[config.mk]
export PLATFORM = sky130hd
export DESIGN_NAME = remap_wr_seq
export DESIGN_NICKNAME = d
export VERILOG_FILES = /design/src/rtl/remap_pkg.sv /design/src/rtl/slot_scan.sv /design/src/rtl/uit_rom.sv /design/src/rtl/remap_wr_seq.sv
export SDC_FILE = /design/constraint.sdc
export NUM_CORES = 1
export LEC_CHECK = 0
export ABC_AREA = 0
export BUFFER_PORTS_ARGS = -buffer_cell sky130_fd_sc_hd__buf_2
export CAP_MARGIN = 10
export CELL_PAD_IN_SITES_DETAIL_PLACEMENT = 1
export CELL_PAD_IN_SITES_GLOBAL_PLACEMENT = 2
export CORE_MARGIN = 2
export CORE_UTILIZATION = 34
export CTS_CLUSTER_SIZE = 8
export DETAILED_ROUTE_END_ITERATION = 8
export PLACE_DENSITY = 0.95
export SYNTH_ARGS = -nofsm -noshare
export SYNTH_HDL_FRONTEND = slang
export SYNTH_SLANG_ARGS = --single-unit
[constraint.sdc]
create_clock -name clk -period 4.87 [get_ports clk]
set_input_delay 0.7305 -clock clk [delete_from_list [all_inputs] [get_ports clk]]
set_output_delay 0.7305 -clock clk [all_outputs]
set_load 0.05 [all_outputs]
[src/rtl/remap_pkg.sv]
package remap_pkg;

    typedef enum logic [3:0] {
        S_IDLE,
        S_ALLOC,
        S_STEP,
        S_RD_ISSUE,
        S_RD_WAIT,
        S_PG_ISSUE,
        S_PG_WAIT,
        S_ER_ISSUE,
        S_ER_WAIT,
        S_SEARCH,
        S_COMMIT,
        S_FULL
    } seq_state_t;

endpackage

[src/rtl/slot_scan.sv]
// Finds the lowest-indexed slot whose status code equals the key.
module slot_scan #(
    parameter int SP  = 4,
    parameter int CW  = 2,
    localparam int SSW = (SP > 1) ? $clog2(SP) : 1
) (
    input  logic [SP*CW-1:0] stat,
    input  logic [CW-1:0]    key,
    output logic             found,
    output logic [SSW-1:0]   idx
);
    always_comb begin
        found = 1'b0;
        idx   = '0;
        for (int i = SP - 1; i >= 0; i--) begin
            if (stat[i*CW +: CW] == key) begin
                found = 1'b1;
                idx   = SSW'(i);
            end
        end
    end
endmodule

[src/rtl/uit_rom.sv]
// Static combination table: row r holds, in slot i, base-BASE digit i of r.
module uit_rom #(
    parameter int SP   = 4,
    parameter int BASE = 4,
    parameter int CW   = 2,
    parameter int RW   = 8
) (
    input  logic [RW-1:0]    idx,
    output logic [SP*CW-1:0] row
);
    for (genvar i = 0; i < SP; i++) begin : g_digit
        localparam int unsigned DIV = BASE ** i;
        logic [RW-1:0] quot;
        assign quot = idx / RW'(DIV);
        assign row[i*CW +: CW] = CW'(quot % RW'(BASE));
    end
endmodule

[src/rtl/remap_wr_seq.sv]
module remap_wr_seq
    import remap_pkg::*;
#(
    parameter int SL     = 2,
    parameter int SP     = 4,
    parameter int PAGES  = 4,
    parameter int DW     = 8,
    parameter int NLSET  = 16,
    parameter int NPSET  = 16,
    localparam int BASE  = SL + 2,
    localparam int CW    = $clog2(BASE),
    localparam int SW    = SP * CW,
    localparam int ROWS  = BASE ** SP,
    localparam int RW    = $clog2(ROWS),
    localparam int OW    = (SL > 1) ? $clog2(SL) : 1,
    localparam int SSW   = (SP > 1) ? $clog2(SP) : 1,
    localparam int PGW   = (PAGES > 1) ? $clog2(PAGES) : 1,
    localparam int LSW   = (NLSET > 1) ? $clog2(NLSET) : 1,
    localparam int PSW   = (NPSET > 1) ? $clog2(NPSET) : 1,
    localparam int BW    = $clog2(NPSET * SP)
) (
    input  logic           clk,
    input  logic           rst_n,
    input  logic           cmd_valid,
    output logic           cmd_ready,
    input  logic           cmd_defect,
    input  logic [LSW-1:0] cmd_lset,
    input  logic [PSW-1:0] cmd_pset_old,
    input  logic [PSW-1:0] cmd_pset_new,
    input  logic [SW-1:0]  cmd_old_stat,
    input  logic [SW-1:0]  cmd_new_stat,
    input  logic [OW-1:0]  cmd_offset,
    input  logic [PGW-1:0] cmd_page,
    input  logic [SSW-1:0] cmd_slot,
    input  logic [DW-1:0]  host_data,
    output logic           fl_rd,
    output logic           fl_prog,
    output logic           fl_erase,
    output logic [BW-1:0]  fl_blk,
    output logic [PGW-1:0] fl_page,
    output logic [DW-1:0]  fl_wdata,
    input  logic [DW-1:0]  fl_rdata,
    input  logic           fl_done,
    output logic           pst_we,
    output logic [PSW-1:0] pst_addr,
    output logic [RW-1:0]  pst_row,
    output logic           lst_we,
    output logic [LSW-1:0] lst_addr,
    output logic [PSW-1:0] lst_pset,
    output logic           done,
    output logic           err_full
);
    localparam logic [CW-1:0]  CODE_FREE = CW'(SL);
    localparam logic [CW-1:0]  CODE_BAD  = CW'(SL + 1);
    localparam logic [PGW-1:0] LAST_PG   = PGW'(PAGES - 1);

    seq_state_t state_q, state_d;

    logic           defect_q;
    logic [LSW-1:0] lset_q;
    logic [PSW-1:0] pold_q, pnew_q;
    logic [SW-1:0]  oldstat_q, newstat_q, stat_q;
    logic [OW-1:0]  offset_q;
    logic [PGW-1:0] page_q, pg_q;
    logic [DW-1:0]  host_q, buf_q;
    logic [RW-1:0]  srch_q;

    logic           changed;
    logic [PSW-1:0] tgt_set;
    logic [SW-1:0]  tgt_stat;
    logic           hit, free_ok;
    logic [SSW-1:0] oslot, nslot;
    logic [SW-1:0]  rom_row;
    logic           match;

    function automatic logic [SW-1:0] put_code(input logic [SW-1:0] v,
                                               input logic [SSW-1:0] s,
                                               input logic [CW-1:0] c);
        logic [SW-1:0] r;
        r = v;
        for (int i = 0; i < SP; i++) begin
            if (SSW'(i) == s) r[i*CW +: CW] = c;
        end
        return r;
    endfunction

    function automatic logic [BW-1:0] blk_of(input logic [PSW-1:0] set,
                                             input logic [SSW-1:0] slot);
        return BW'(set) * BW'(SP) + BW'(slot);
    endfunction

    assign changed  = (pnew_q != pold_q);
    assign tgt_set  = defect_q ? pold_q : pnew_q;
    assign tgt_stat = changed ? newstat_q : oldstat_q;

    slot_scan #(.SP(SP), .CW(CW)) i_hit_scan (
        .stat  (oldstat_q),
        .key   (CW'(offset_q)),
        .found (hit),
        .idx   (oslot)
    );

    slot_scan #(.SP(SP), .CW(CW)) i_free_scan (
        .stat  (tgt_stat),
        .key   (CODE_FREE),
        .found (free_ok),
        .idx   (nslot)
    );

    uit_rom #(.SP(SP), .BASE(BASE), .CW(CW), .RW(RW)) i_uit_rom (
        .idx (srch_q),
        .row (rom_row)
    );

    assign match = (rom_row == stat_q);

    // State register
    always_ff @(posedge clk or negedge rst_n) begin
        if (!rst_n) state_q <= S_IDLE;
        else        state_q <= state_d;
    end

    // Transitions
    always_comb begin
        state_d = state_q;
        unique case (state_q)
            S_IDLE:     if (cmd_valid) state_d = cmd_defect ? S_SEARCH : S_ALLOC;
            S_ALLOC:    state_d = free_ok ? S_STEP : S_FULL;
            S_STEP:     state_d = (pg_q == page_q) ? S_PG_ISSUE : S_RD_ISSUE;
            S_RD_ISSUE: state_d = S_RD_WAIT;
            S_RD_WAIT:  if (fl_done) state_d = S_PG_ISSUE;
            S_PG_ISSUE: state_d = S_PG_WAIT;
            S_PG_WAIT: begin
                if (fl_done) begin
                    if (hit && pg_q != LAST_PG) state_d = S_STEP;
                    else if (hit && !changed)   state_d = S_ER_ISSUE;
                    else                        state_d = S_SEARCH;
                end
            end
            S_ER_ISSUE: state_d = S_ER_WAIT;
            S_ER_WAIT:  if (fl_done) state_d = S_SEARCH;
            S_SEARCH:   if (match) state_d = S_COMMIT;
            S_COMMIT:   state_d = S_IDLE;
            S_FULL:     state_d = S_IDLE;
            default:    state_d = S_IDLE;
        endcase
    end

    // Datapath registers
    always_ff @(posedge clk or negedge rst_n) begin
        if (!rst_n) begin
            defect_q  <= 1'b0;
            lset_q    <= '0;
            pold_q    <= '0;
            pnew_q    <= '0;
            oldstat_q <= '0;
            newstat_q <= '0;
            stat_q    <= '0;
            offset_q  <= '0;
            page_q    <= '0;
            pg_q      <= '0;
            host_q    <= '0;
            buf_q     <= '0;
            srch_q    <= '0;
        end else begin
            unique case (state_q)
                S_IDLE: begin
                    if (cmd_valid) begin
                        defect_q  <= cmd_defect;
                        lset_q    <= cmd_lset;
                        pold_q    <= cmd_pset_old;
                        pnew_q    <= cmd_defect ? cmd_pset_old : cmd_pset_new;
                        oldstat_q <= cmd_old_stat;
                        newstat_q <= cmd_new_stat;
                        offset_q  <= cmd_offset;
                        page_q    <= cmd_page;
                        host_q    <= host_data;
                        srch_q    <= '0;
                        stat_q    <= put_code(cmd_old_stat, cmd_slot, CODE_BAD);
                    end
                end
                S_ALLOC: begin
                    if (free_ok) begin
                        pg_q   <= hit ? '0 : page_q;
                        stat_q <= put_code(tgt_stat, nslot, CW'(offset_q));
                    end
                end
                S_RD_WAIT: if (fl_done) buf_q <= fl_rdata;
                S_PG_WAIT: if (fl_done && hit && pg_q != LAST_PG) pg_q <= pg_q + 1'b1;
                S_ER_WAIT: if (fl_done) stat_q <= put_code(stat_q, oslot, CODE_FREE);
                S_SEARCH:  if (!match) srch_q <= srch_q + 1'b1;
                default: ;
            endcase
        end
    end

    // Outputs
    always_comb begin
        cmd_ready = (state_q == S_IDLE);
        fl_rd     = (state_q == S_RD_ISSUE);
        fl_prog   = (state_q == S_PG_ISSUE);
        fl_erase  = (state_q == S_ER_ISSUE);
        fl_blk    = (state_q == S_PG_ISSUE || state_q == S_PG_WAIT)
                    ? blk_of(tgt_set, nslot) : blk_of(pold_q, oslot);
        fl_page   = pg_q;
        fl_wdata  = (pg_q == page_q) ? host_q : buf_q;
        pst_we    = (state_q == S_COMMIT);
        pst_addr  = tgt_set;
        pst_row   = srch_q;
        lst_we    = (state_q == S_COMMIT) && !defect_q && changed;
        lst_addr  = lset_q;
        lst_pset  = pnew_q;
        done      = (state_q == S_COMMIT);
        err_full  = (state_q == S_FULL);
    end

endmodule

* Yosys cells after proc, flatten, opt, wreduce, memory -nomap -nowiden
Index checks and enable logic that the tools add are counted.
Widths: inputs -> output; s select.
** Word-level totals
- Input port bits :: 54
- Memory bits (writable) :: 0
- Output and inout bits :: 44
- ROM bits :: 0
- Memories kept :: 0
- Word-level logic and storage cells :: 145
- Bits in latches :: 0
- Bits in registers :: 70
** Cells by class
- $mul :: 0
- Add/subtract/negate cells :: 4
- Order comparisons :: 0
- Div/mod/pow operators :: 0
- Reduce and logical (&&, ||, !) cells :: 25
- Shifts and indexed selects :: 0
- Equal/unequal tests :: 44
- Multiplexer cells :: 55
- Bitwise gates (word level) :: 0
** Operators with widths (number)
- $mux 8 :: 7
- $mux 2 :: 23
- $mux 4 :: 11
- $pmux 4 s10 :: 1
- $ne 2x2->1 const B :: 13
- $reduce_and 5->1 :: 5
- $pmux 8 s3 :: 1
- $eq 4x3->1 const B :: 4
- $eq 4x4->1 const B :: 4
- $pmux 8 s2 :: 1
- $add 6x2->6 :: 2
- $eq 2x2->1 const A :: 6
- $add 8x1->8 const B :: 1
- $eq 2x1->1 :: 4
- $eq 2x2->1 const B :: 4
- $eq 4x2->1 const B :: 2
- $eq 8x8->1 :: 1
- $mux 1 :: 8
- $eq 1x2->1 const A :: 3
- $logic_and 1x1->1 :: 6
- $logic_not 2->1 :: 3
- $mux 6 :: 1
- $reduce_and 3->1 :: 2
- $eq 4x1->1 const B :: 1
- other kinds (11) :: 14

* Logic depth before layout (Yosys ltp)
- Depth after elaboration :: 11
- Mapped depth :: 8
- Depth with buffers taken out :: 6

* Hierarchy
Synthesis repeated with hierarchy kept, for this count alone.
** Unflattened totals
- Cells, all modules :: 469
- Area total of the unflattened synthesis :: 4111.4 µm²
** Modules (own cells, without submodules)
- remap_wr_seq :: instances 1, sequential area each 1751.7 µm², cells an instance 429, area each 3806.2 µm²
- slot_scan :: instances 2, sequential area each 0.0 µm², cells an instance 16, area each 122.6 µm²
- uit_rom :: instances 1, sequential area each 0.0 µm², cells an instance 8, area each 60.1 µm²

* Least setup slack after synthesis
No wires, ideal clock.
- Path type :: reg-to-output
- Start :: reg pnew_q[0], in the netlist lst_pset[0]
- End :: out lst_we
- Arrival time :: 2.738 ns
- Stages on the path, launching flop included :: 5
- Setup slack :: 1.401 ns
- Buffers on the path :: 1
- Required time :: 4.140 ns
- Cells stage by stage :: dfrtp_1 > xnor2_2 > and4_1 > buf_2 > nor4_1
** Between the ends
- Cells in the longest elaborated chain, start to end :: 2
** RTL lines
- start, declared :: RTL line remap_wr_seq.sv:61 : logic [PSW-1:0] pold_q, pnew_q;
- start signal, assigned :: RTL line remap_wr_seq.sv:172 : pnew_q <= cmd_defect ? cmd_pset_old : cmd_pset_new;
- $ne 4x4->1 :: RTL line remap_wr_seq.sv:92 : assign changed = (pnew_q != pold_q);
- $logic_and 1x1->1 :: RTL line remap_wr_seq.sv:210 : lst_we = (state_q == S_COMMIT) && !defect_q && changed;
- end, declared :: RTL line remap_wr_seq.sv:47 : output logic lst_we,
Every way passes these cells.

* Final worst setup path
- Start :: reg state_q[3]
- End :: out fl_blk[4]
** Between the ends
- Cells in the longest elaborated chain, start to end :: 3
- Elaborated cells between the ends (all ways) :: 4
- Those cells by class :: eq/ne: 2; mux: 1; reduce/logical: 1
** RTL lines
- start, declared :: RTL line remap_wr_seq.sv:57 : seq_state_t state_q, state_d;
- start signal, assigned :: RTL line remap_wr_seq.sv:120 : else state_q <= state_d;
- $eq 4x3->1 :: RTL line remap_wr_seq.sv:203 : fl_blk = (state_q == S_PG_ISSUE || state_q == S_PG_WAIT)
- $logic_or 1x1->1 (*) :: RTL line remap_wr_seq.sv:203
- $mux 6 (*) :: RTL line remap_wr_seq.sv:204 : ? blk_of(tgt_set, nslot) : blk_of(pold_q, oslot);
- end, declared :: RTL line remap_wr_seq.sv:39 : output logic [BW-1:0] fl_blk,
Every way passes the cells marked *; elsewhere a longest branch is shown, timed or not.

==> impl_metrics.ini <==
[critical_path]
reg2reg_from = state_q[1]
required_ns = 4.14
crit_buf_inv = 1
crit_path_frequent_cell = nor2_1
path_cells = nand2b_1 > nor2_1 > nor2_1 > mux2_2 > buf_2
cp-start-kind = flip-flop
critPathTopFamily = simple AND/OR/NAND/NOR gates
cp_max_fo = 17
r2r-end = newstat_q[2]
ff2ff_path_depth = 5
r2r_slack_ns = 2.47
arrival_ns = 2.75
crit_start = state_q[3]
worstSetupPathType = flip-flop to primary output
endpoint_kind = primary output
worst_path_largest_cell_delay_ns = 0.69
crit_slowest_cell = dfrtp_1

[timing]
setup_viol = 0
hold_viol = 0
period_minus_slack_ns = 3.48
fin_skew_ns = 0.00750
drv_slew = 0
fin_setup_tns_ns = 0
fin_crit_sh_pct = 71.4
tightest_slew_ns = 0.939
slew_headroom_pct = 37.4
grt_setup_unrepaired = no
max_freq_mhz = 287

[finish]
stdcell_count = 723
area_growth_pct = 21.0
fin_util_pct = 42.3
diodes = 0
nFillCells = 1487
drive_gt1_share_pct = 27.6
final_nets = 627

[placement]
dpl.hpwl_mm = 9.48
dp.cells = 707
port_buffers = 97
routabilityCongestion = 0.880

[drt]
routed_wl_mm = 12.4
first_iter_violations = 160
via_count = 3762
ant_nets = 0
drcViolationCount = 0
avgRoutedWirePerCell_um = 17.2
drt_first_pass_iters = 4
via_per_inst = 5.20

[synthesis]
synthTopCellsByArea = dfrtp_1 (42%), nand2_1 (12%), mux2_2 (6.7%)
syn_area_per_cell_um2 = 8.70
synth_seq_cells = 70
yosysTopAreaCellShare_pct = 41.8
syn_inst = 482
yosys_warnings = 0
yosysTopAreaCell = dfrtp_1
syn-num-nets = 538
postSynth.asyncResetShare_pct = 100
synthFlopType = dfrtp_1
yosysMostFrequentCell = nand2_1
synthTopCellsByCount = nand2_1 (132), dfrtp_1 (70), nor2_1 (35)
synth.yosys.seq_area_share_pct = 41.8
synth_edf_count = 0
yosys.cell_types.count = 56
netlist_area_um2 = 4200

[global_routing]
gr-usage-met2_pct = 33.4
grt_max_degree = 71
busiest_layer = met2
antenna_found_initial = 0
gr-total-overflow = 0
grt_pass1_vias = 3991
met1_usage_pct = 25.9
use_met3_pct = 4.06
grt_first_pass_wirelength_mm = 20.6
grt_usage_pct = 20.1

[floorplan]
die_h_um = 115
num_rows = 40
coreArea_um2 = 12000
start_util_pct = 34.9
dieArea_um2 = 13200
io_pins = 98
die_w_um = 115

[clock_tree]
cts_htree_levels = 3
clk_latency_ns = 0.35
cts_tree = done
cts_buffers = 9
root_buffer = clkbuf_16
clock-sinks = 70
cts_resized = 0
cts_buffer_depth = 2
cts_hold_buf = 0
clk_pin_slew_worst_paths_ns = 0.06
post-cts-setup-buffers = 0

[power_and_ir_drop]
power_density_nw_per_um2 = 837
ir_worst_vdd_mv = 0.482
p_leak_nw = 2.47

[min_path]
hp-start = host_q[3]
hold_class = flip-flop to flip-flop
hold_end = host_q[3]
hold_depth = 2

[status]
run_status = completed

[job]
max-cap-violations = 0
-- report_power, final --
| group | total [W] | switching, W | leakage, nW | internal (W) |
|---|---|---|---|---|
| combinational | 0.00246 | 0.00161 | 1.46 | 0.000847 |
| clock | 0.000632 | 0.000281 | 0.133 | 0.000351 |
| sequential | 0.00116 | 0.000319 | 0.874 | 0.000837 |
-- worst max-delay path by stage --
stage / to / cells after the start
6_report: fl_blk[4] / 5
5_1_grt: fl_blk[4] / 5
4_1_cts: fl_blk[4] / 5
3_5_place_dp: fl_blk[4] / 5
3_3_place_gp: fl_blk[2] / 5
2_1_floorplan: lst_we / 4
-- logic make-up (layout without fill, tap and decap cells) --
family          Yosys count  after routing  synth area share, %
flops                    70             70                 41.8
simple gates            248            248                 26.9
compound gates           71             71                 12.1
fa+ha+maj                 2              2                0.596
xor+xnor                 23             23                 5.52
buf+inv                  30            124                 3.10
mux                      38             38                 10.1
-- stage by stage --
step / setup slack [ns] / instance area, um^2 / total power, W / hold slack, ns
5_1_grt: 1.29 / 5070 / 0.00456 / 0.507
2_1_floorplan: 1.40 / 4200 / 0.00304 / 0.435
6_report: 1.39 / 5070 / 0.00425 / 0.473
3_3_place_gp: 1.89 / 4790 / 0.00355 / 0.453
4_1_cts: 1.40 / 5070 / 0.00429 / 0.481
3_5_place_dp: 1.79 / 4790 / 0.00364 / 0.465
-- cell type report --
type / instances / area, um^2 / share of cell area [%]
flip-flops and latches: 70 / 1750 / 34.5
well taps: 147 / 184 / 3.62
repair buffers: 102 / 523 / 10.3
clock buffers: 9 / 225 / 4.44
multi-input cells: 382 / 2310 / 45.6
inverters: 6 / 22.5 / 0.444
clock inverters: 7 / 55.1 / 1.08
-- sequential cells by signal, summed over array words and instances, names as in the netlist --
register / flops
host_q: 8
lst_addr: 4
state_q: 4
lst_pset: 4
pst_row: 8
pold_q: 4
page_q: 2
fl_page: 2
newstat_q: 8
oldstat_q: 8
defect_q: 1
buf_q: 8
stat_q: 8
offset_q: 1
-- cells in the final DEF, fill, tap and decap left out, types with 3 or more instances in the layout --
cell and count:
o31ai_1 4, nand3b_1 4, buf_4 5, xor2_1 4
clkbuf_16 9, nor2b_1 12, buf_2 97, o21ai_0 17
xnor2_1 15, nand2b_1 14, nor3_1 21, dfrtp_1 70
mux2i_1 8, nand4_1 4, o211ai_1 5, nand3_1 7
a31oi_1 3, mux2_2 25, inv_1 6, and2_1 3
a21oi_1 10, inv_6 4, xnor2_2 4, nor4_1 5
a21oi_2 4, a2bb2oi_1 4, mux2_1 4, nor2_1 35
nand2_1 132
-- worst min-delay path, stage by stage (launching register included) --
cell	delay, ns
dfrtp_1	0.34
nand2_1	0.05
nand2_1	0.05
-- layer usage --
metal  vias to the layer above  wire length (um)
li1                       1837                 -
met1                      1828              5640
met2                        79              6090
met3                        18               467
met4                         0               228
met5                         -                 0
(Power assumes the default switching activity.)
